**src/rtl/pdseq_pkg.sv**
```systemverilog
package pdseq_pkg;
  typedef enum logic [2:0] {
    ST_PWRGD  = 3'd0,
    ST_LOCK   = 3'd1,
    ST_RUN    = 3'd2,
    ST_STOP   = 3'd3,
    ST_PARKED = 3'd4
  } seq_state_t;

  localparam int QUAL_EDGES = 2;
endpackage

```
**src/rtl/pdseq_pin_qual.sv**
```systemverilog
module pdseq_pin_qual #(
  parameter int QUAL_EDGES = pdseq_pkg::QUAL_EDGES
) (
  input  logic clk,
  input  logic rst_n,
  input  logic pin_async,
  input  logic cpu_clk,
  output logic pd_phase_o,
  output logic req_o,
  output logic rel_o
);
  localparam int CW = $clog2(QUAL_EDGES + 1);
  localparam logic [CW-1:0] CNT_FULL = CW'(QUAL_EDGES);

  logic          meta_q, sync_q;
  logic          cpu_q;
  logic          phase_q, phase_d;
  logic [CW-1:0] cnt_q, cnt_d;
  logic          cpu_rise;

  assign cpu_rise = cpu_clk & ~cpu_q;

  always_comb begin
    phase_d = phase_q | ~sync_q;
    cnt_d   = cnt_q;
    if (!phase_q) begin
      cnt_d = '0;
    end else if (cpu_rise) begin
      if (!sync_q)               cnt_d = '0;
      else if (cnt_q != CNT_FULL) cnt_d = cnt_q + 1'b1;
    end
  end

  // Sync flops reset high: the pin's idle level before power-good is high.
  always_ff @(posedge clk or negedge rst_n) begin
    if (!rst_n) begin
      meta_q  <= 1'b1;
      sync_q  <= 1'b1;
      cpu_q   <= 1'b0;
      phase_q <= 1'b0;
      cnt_q   <= '0;
    end else begin
      meta_q  <= pin_async;
      sync_q  <= meta_q;
      cpu_q   <= cpu_clk;
      phase_q <= phase_d;
      cnt_q   <= cnt_d;
    end
  end

  assign pd_phase_o = phase_q;
  assign req_o      = phase_q & sync_q & (cnt_q == CNT_FULL);
  assign rel_o      = phase_q & ~sync_q;
endmodule

```
**src/rtl/pdseq_ctrl.sv**
```systemverilog
module pdseq_ctrl
  import pdseq_pkg::*;
(
  input  logic clk,
  input  logic rst_n,
  input  logic pd_phase,
  input  logic req,
  input  logic rel,
  input  logic pll_lock,
  input  logic all_parked,
  output logic start_o,
  output logic stop_o
);
  seq_state_t state_q, state_d;

  always_comb begin
    state_d = state_q;
    start_o = 1'b0;
    unique case (state_q)
      ST_PWRGD:  if (pd_phase) state_d = ST_LOCK;
      ST_LOCK: begin
        if (req) begin
          state_d = ST_PARKED;
        end else if (pll_lock) begin
          state_d = ST_RUN;
          start_o = 1'b1;
        end
      end
      ST_RUN:    if (req) state_d = ST_STOP;
      ST_STOP:   if (all_parked) state_d = ST_PARKED;
      ST_PARKED: if (rel) state_d = ST_LOCK;
      default:   state_d = ST_PWRGD;
    endcase
  end

  always_ff @(posedge clk or negedge rst_n) begin
    if (!rst_n) state_q <= ST_PWRGD;
    else        state_q <= state_d;
  end

  assign stop_o = (state_q == ST_STOP);
endmodule

```
**src/rtl/pdseq_se_lane.sv**
```systemverilog
module pdseq_se_lane (
  input  logic clk,
  input  logic rst_n,
  input  logic clk_smp,
  input  logic start,
  input  logic stop,
  output logic run_o
);
  logic prev_q, run_q, run_d, fall;

  assign fall = prev_q & ~clk_smp;

  always_comb begin
    run_d = run_q;
    if (start)             run_d = 1'b1;
    else if (stop && fall) run_d = 1'b0;
  end

  always_ff @(posedge clk or negedge rst_n) begin
    if (!rst_n) begin
      prev_q <= 1'b0;
      run_q  <= 1'b0;
    end else begin
      prev_q <= clk_smp;
      run_q  <= run_d;
    end
  end

  assign run_o = run_q;
endmodule

```
**src/rtl/pdseq_diff_lane.sv**
```systemverilog
module pdseq_diff_lane #(
  parameter int TIMEOUT = 64
) (
  input  logic clk,
  input  logic rst_n,
  input  logic clkc_smp,
  input  logic mode,
  input  logic start,
  input  logic stop,
  output logic run_o,
  output logic t_oe_o,
  output logic c_oe_o
);
  localparam int TW = $clog2(TIMEOUT + 1);
  localparam logic [TW-1:0] CNT_LAST = TW'(TIMEOUT - 1);

  logic          prev_q, run_q, run_d, fall, expire;
  logic [TW-1:0] cnt_q, cnt_d;

  assign fall   = prev_q & ~clkc_smp;
  assign expire = stop & run_q & (cnt_q == CNT_LAST);

  always_comb begin
    cnt_d = (stop && run_q) ? cnt_q + 1'b1 : '0;
    run_d = run_q;
    if (start)                      run_d = 1'b1;
    else if (stop && (fall || expire)) run_d = 1'b0;
  end

  always_ff @(posedge clk or negedge rst_n) begin
    if (!rst_n) begin
      prev_q <= 1'b0;
      run_q  <= 1'b0;
      cnt_q  <= '0;
    end else begin
      prev_q <= clkc_smp;
      run_q  <= run_d;
      cnt_q  <= cnt_d;
    end
  end

  assign run_o  = run_q;
  assign t_oe_o = run_q | ~mode;
  assign c_oe_o = run_q;
endmodule

```
**src/rtl/pd_clock_sequencer.sv**
```systemverilog
module pd_clock_sequencer #(
  parameter int N_SE         = 2,
  parameter int N_DIFF       = 2,
  parameter int DIFF_TIMEOUT = 64
) (
  input  logic              clk,
  input  logic              rst_n,
  input  logic              pd_pin,
  input  logic              cpu_clk,
  input  logic [N_SE-1:0]   se_clk,
  input  logic [N_DIFF-1:0] diff_clk_c,
  input  logic [N_DIFF-1:0] diff_mode,
  input  logic              pll_lock,
  output logic [N_SE-1:0]   se_run,
  output logic [N_DIFF-1:0] diff_run,
  output logic [N_DIFF-1:0] diff_t_oe,
  output logic [N_DIFF-1:0] diff_c_oe
);
  logic rst_meta_q, rst_sync_q;
  logic pd_phase, req, rel, start, stop, all_parked;

  // Reset asserts asynchronously, releases on a clock edge.
  always_ff @(posedge clk or negedge rst_n) begin
    if (!rst_n) begin
      rst_meta_q <= 1'b0;
      rst_sync_q <= 1'b0;
    end else begin
      rst_meta_q <= 1'b1;
      rst_sync_q <= rst_meta_q;
    end
  end

  pdseq_pin_qual u_qual (
    .clk(clk), .rst_n(rst_sync_q), .pin_async(pd_pin), .cpu_clk(cpu_clk),
    .pd_phase_o(pd_phase), .req_o(req), .rel_o(rel)
  );

  assign all_parked = ~(|se_run) & ~(|diff_run);

  pdseq_ctrl u_ctrl (
    .clk(clk), .rst_n(rst_sync_q), .pd_phase(pd_phase), .req(req), .rel(rel),
    .pll_lock(pll_lock), .all_parked(all_parked), .start_o(start), .stop_o(stop)
  );

  for (genvar i = 0; i < N_SE; i++) begin : g_se
    pdseq_se_lane u_lane (
      .clk(clk), .rst_n(rst_sync_q), .clk_smp(se_clk[i]),
      .start(start), .stop(stop), .run_o(se_run[i])
    );
  end

  for (genvar j = 0; j < N_DIFF; j++) begin : g_diff
    pdseq_diff_lane #(.TIMEOUT(DIFF_TIMEOUT)) u_lane (
      .clk(clk), .rst_n(rst_sync_q), .clkc_smp(diff_clk_c[j]), .mode(diff_mode[j]),
      .start(start), .stop(stop), .run_o(diff_run[j]),
      .t_oe_o(diff_t_oe[j]), .c_oe_o(diff_c_oe[j])
    );
  end
endmodule

```
**config.mk**
```make
export PLATFORM = sky130hd
export DESIGN_NAME = pd_clock_sequencer
export DESIGN_NICKNAME = d
export VERILOG_FILES = /design/src/rtl/pdseq_pkg.sv /design/src/rtl/pdseq_pin_qual.sv /design/src/rtl/pdseq_ctrl.sv /design/src/rtl/pdseq_se_lane.sv /design/src/rtl/pdseq_diff_lane.sv /design/src/rtl/pd_clock_sequencer.sv
export SDC_FILE = /design/constraint.sdc
export NUM_CORES = 1
export LEC_CHECK = 0
export ABC_AREA = 1
export CAP_MARGIN = 20
export CORE_MARGIN = 5
export CORE_UTILIZATION = 58
export CTS_CLUSTER_DIAMETER = 60
export CTS_CLUSTER_SIZE = 28
export DETAILED_ROUTE_END_ITERATION = 16
export PLACE_DENSITY_LB_ADDON = 0.15
export SYNTH_ARGS = -nofsm -noshare
export SYNTH_HDL_FRONTEND = slang
export SYNTH_SLANG_ARGS = --single-unit
```
**constraint.sdc**
```tcl
create_clock -name clk -period 2.1 [get_ports clk]
set_input_delay 0.63 -clock clk [delete_from_list [all_inputs] [get_ports clk]]
set_output_delay 0.63 -clock clk [all_outputs]
set_load 0.05 [all_outputs]
```
==> results.yml <==
outcome:
  status: "finished, final reports clean"
power:
  seqPwrFrac_pct: 46.2
  p_total_mw: 1.844
  power_density_nw_per_um2: 1075
  pwr-share-clk_pct: 17.6
  switchingPower_mw: 0.7559
  vdd_drop_max_mv: 0.7344
  comb_power_share_pct: 36.2
  switching_share_pct: 41.00
  internal_power_mw: 1.088
  leakage_nw: 0.8471
drt:
  firstDrtPassIters: 4
  wl_per_cell_um: 11.69
  vias_per_cell: 5.208
  ant_nets: 0
  drt_first_iter_violations: 32
  vias: 1125
  wirelength_um: 2525
  drc_errors: 0
floorplan:
  rows: 18
  die_h_um: 60.67
  ios: 19
  start_util_pct: 60.10
  core_sq_um: 2477
  die_area_sq_um: 3680
  die_x_um: 60.67
logic_synthesis:
  syn-num-nets: 182
  synth_compound_area_share_pct: 4.706
  ys_top_cells_by_count: "nand2_1 (41), dfrtp_1 (31), inv_1 (23), nor2_1 (18), nand3_1 (11)"
  synth_top_family_by_area: "simple AND/OR/NAND/NOR gates"
  synth.area.mux_share_pct: 0
  ys_top_cells_by_area: "dfrtp_1 (52%), nand2_1 (10%), inv_1 (5.8%), buf_4 (4.5%), nor2_1 (4.5%)"
  avgSynthCellArea_sq_um: 8.863
  synth_top_cell_area_share_pct: 52.10
  synth-edff-count: 0
  dominantRegCellSynth: "dfrtp_1"
  syn_area_sq_um: 1489
  synthAdderAreaFrac_pct: 2.521
  synth_warnings: 0
  syn_inst: 168
  yosysMostFrequentCell: "nand2_1"
  yosysSeqAreaShare_pct: 55.63
  async_reset_ff_share_pct: 100.0
  synthXorXnorAreaFrac_pct: 1.765
  synth.distinct_cells: 20
  synth_simple_gate_area_share_pct: 24.79
  yosysTopAreaCell: "dfrtp_1"
  ys_seq_elements: 33
clocking:
  path_clk_slew_ns: 0.10
  cts_inserted_buffers: 5
  h-tree-depth: 2
  postCtsResizedCells: 0
  cts.sinks: 33
  insertion_delay_ns: 0.32
  tritoncts: "yes"
  cts_setup_buffers: 0
  hold_buffers: 0
  clockBufferDepth: 2
  clockRootBuffer: "clkbuf_4"
setup_path:
  crit_type: "input port to primary output"
  r2r_cells: 7
  path_buf_inv: 2
  cp_cell_sequence: "clkdlybuf4s50_1 -> nand2_1 -> buf_12"
  critical-path-top-delay-family: "buffers and inverters"
  timing.rr.end: "u_ctrl.state_q[1]$_DFFE_PN0P_"
  required_ns: 1.47
  cp_max_fo: 1
  slowest_stage: "clkdlybuf4s50_1"
  r2r_setup_slack_ns: 0.74
  crit_arrival_ns: 1.35
  cp-end-kind: "primary output"
  cp-start-kind: "input port"
  critPathMaxStageDelay_ns: 0.48
  r2r_start: "u_qual.cnt_q[0]$_DFFE_PN0P_"
sta:
  fin_setup_tns_ns: 0
  period_share_pct: 94.44
  slew_violations: 0
  setup_viol: 0
  rsz0062_at_grt: "no"
  tightest_slew_ns: 0.6748
  fmax_mhz: 504.2
  final_hold_viol_count: 0
  fin_skew_ns: 0.006128
  slew_headroom_pct: 55.01
  min_period_ns: 1.983
placed_design:
  dpl.hpwl_um: 1979
  io_buffers: 18
  gp_congestion: 0.7627
job:
  cap_violations: 0
layout:
  drive_gt1_share_pct: 10.22
  fin_util_pct: 69.24
  antenna_cells: 0
  syn_to_final_growth_pct: 15.21
  final_nets: 199
  nFillCells: 195
global_route:
  grt_pass1_vias: 1179
  antenna_found_initial: 0
  track_usage_pct: 16.36
  grt.overflow.total: 0
  grt_pass1_wl_um: 4450
  grt_max_degree: 17
min_path:
  holdCritPathClass: "flip-flop to async pin"
## final cells by class
cell class / instances / area, sq um / area share [%]
sequential: 33 / 828.3 / 48.29
inverter: 23 / 86.33 / 5.033
clock inverter: 2 / 10.01 / 0.5835
timing repair buffer: 19 / 205.2 / 11.96
multi-input combinational: 103 / 506.7 / 29.54
clock buffer: 6 / 41.29 / 2.407
tap: 30 / 37.54 / 2.188
## how the worst max path moves through the flow
stage / start / to / slack, ns / cells after the start
after CTS: diff_mode[1] / diff_t_oe[1] / 0.12 / 3
after global routing: diff_mode[1] / diff_t_oe[1] / 0.09 / 3
after detailed placement: diff_mode[1] / diff_t_oe[1] / 0.12 / 3
final: diff_mode[1] / diff_t_oe[1] / 0.12 / 3
after floorplan: diff_mode[0] / diff_t_oe[0] / 0.61 / 2
after global placement: diff_mode[1] / diff_t_oe[1] / 0.13 / 3
## sequential cells by signal, summed over array words and instances (netlist names)
register / cells
u_qual.pd_phase_o: 1
u_qual.meta_q: 1
g_diff.u_lane.prev_q: 2
u_qual.sync_q: 1
rst_sync_q: 1
rst_meta_q: 1
u_qual.cpu_q: 1
g_diff.u_lane.cnt_q: 14
g_diff.u_lane.c_oe_o: 2
u_qual.cnt_q: 2
u_ctrl.state_q: 3
g_se.u_lane.prev_q: 2
g_se.u_lane.run_o: 2
## per-layer routing
layer | wire length, um | vias up | GRT usage, %
met5 | 0 | - | 0
met4 | 40 | 0 | 10.53
met3 | 150 | 5 | 4.681
met2 | 1279 | 28 | 28.70
met1 | 1054 | 536 | 16.97
li1 | - | 556 | -
## cell families after synthesis
| kind of cell | Yosys count |
|---|---|
| other | 1 |
| xor gates and xnor gates | 3 |
| AOI/OAI and AO/OA | 13 |
| DFF | 33 |
| and+or+nand+nor | 83 |
| adders and majority gates | 3 |
| buffers and inverters | 32 |
## layout by cell type, fill, tap and decap left out, drive strengths merged
cell type	instances
a21oi	5
ha	3
o211ai	1
nor4	1
xnor2	2
nor3b	6
inv	23
xor2	1
conb	1
clkbuf	6
dfstp	2
o21ai	6
clkdlybuf4s50	10
nand4	4
dfrtp	31
nand3	11
nor3	1
buf	9
nand2	41
nor2	19
o31ai	1
clkinv	2
## power by group through the flow
stage / clock network [mW] / registers (mW) / logic [mW]
final: 0.324 / 0.852 / 0.667
after global routing: 0.371 / 0.874 / 0.738
after CTS: 0.338 / 0.854 / 0.674
after detailed placement: 0 / 0.867 / 0.672
after global placement: 0 / 0.855 / 0.647
after floorplan: 0 / 0.825 / 0.577
## metrics by stage
| stage | setup slack (ns) | area [sq um] | hold WS, ns | std cells |
|---|---|---|---|---|
| final | 0.1168 | 1715 | 0.2806 | 216 |
| after global routing | 0.09418 | 1715 | 0.3476 | 216 |
| after CTS | 0.1226 | 1715 | 0.3149 | 216 |
| after detailed placement | 0.1226 | 1664 | 0.3131 | 208 |
| after global placement | 0.1293 | 1664 | 0.2905 | 208 |
| after floorplan | 0.6147 | 1489 | 0.3312 | 168 |
Note: power is estimated with default switching activity, not from simulation.
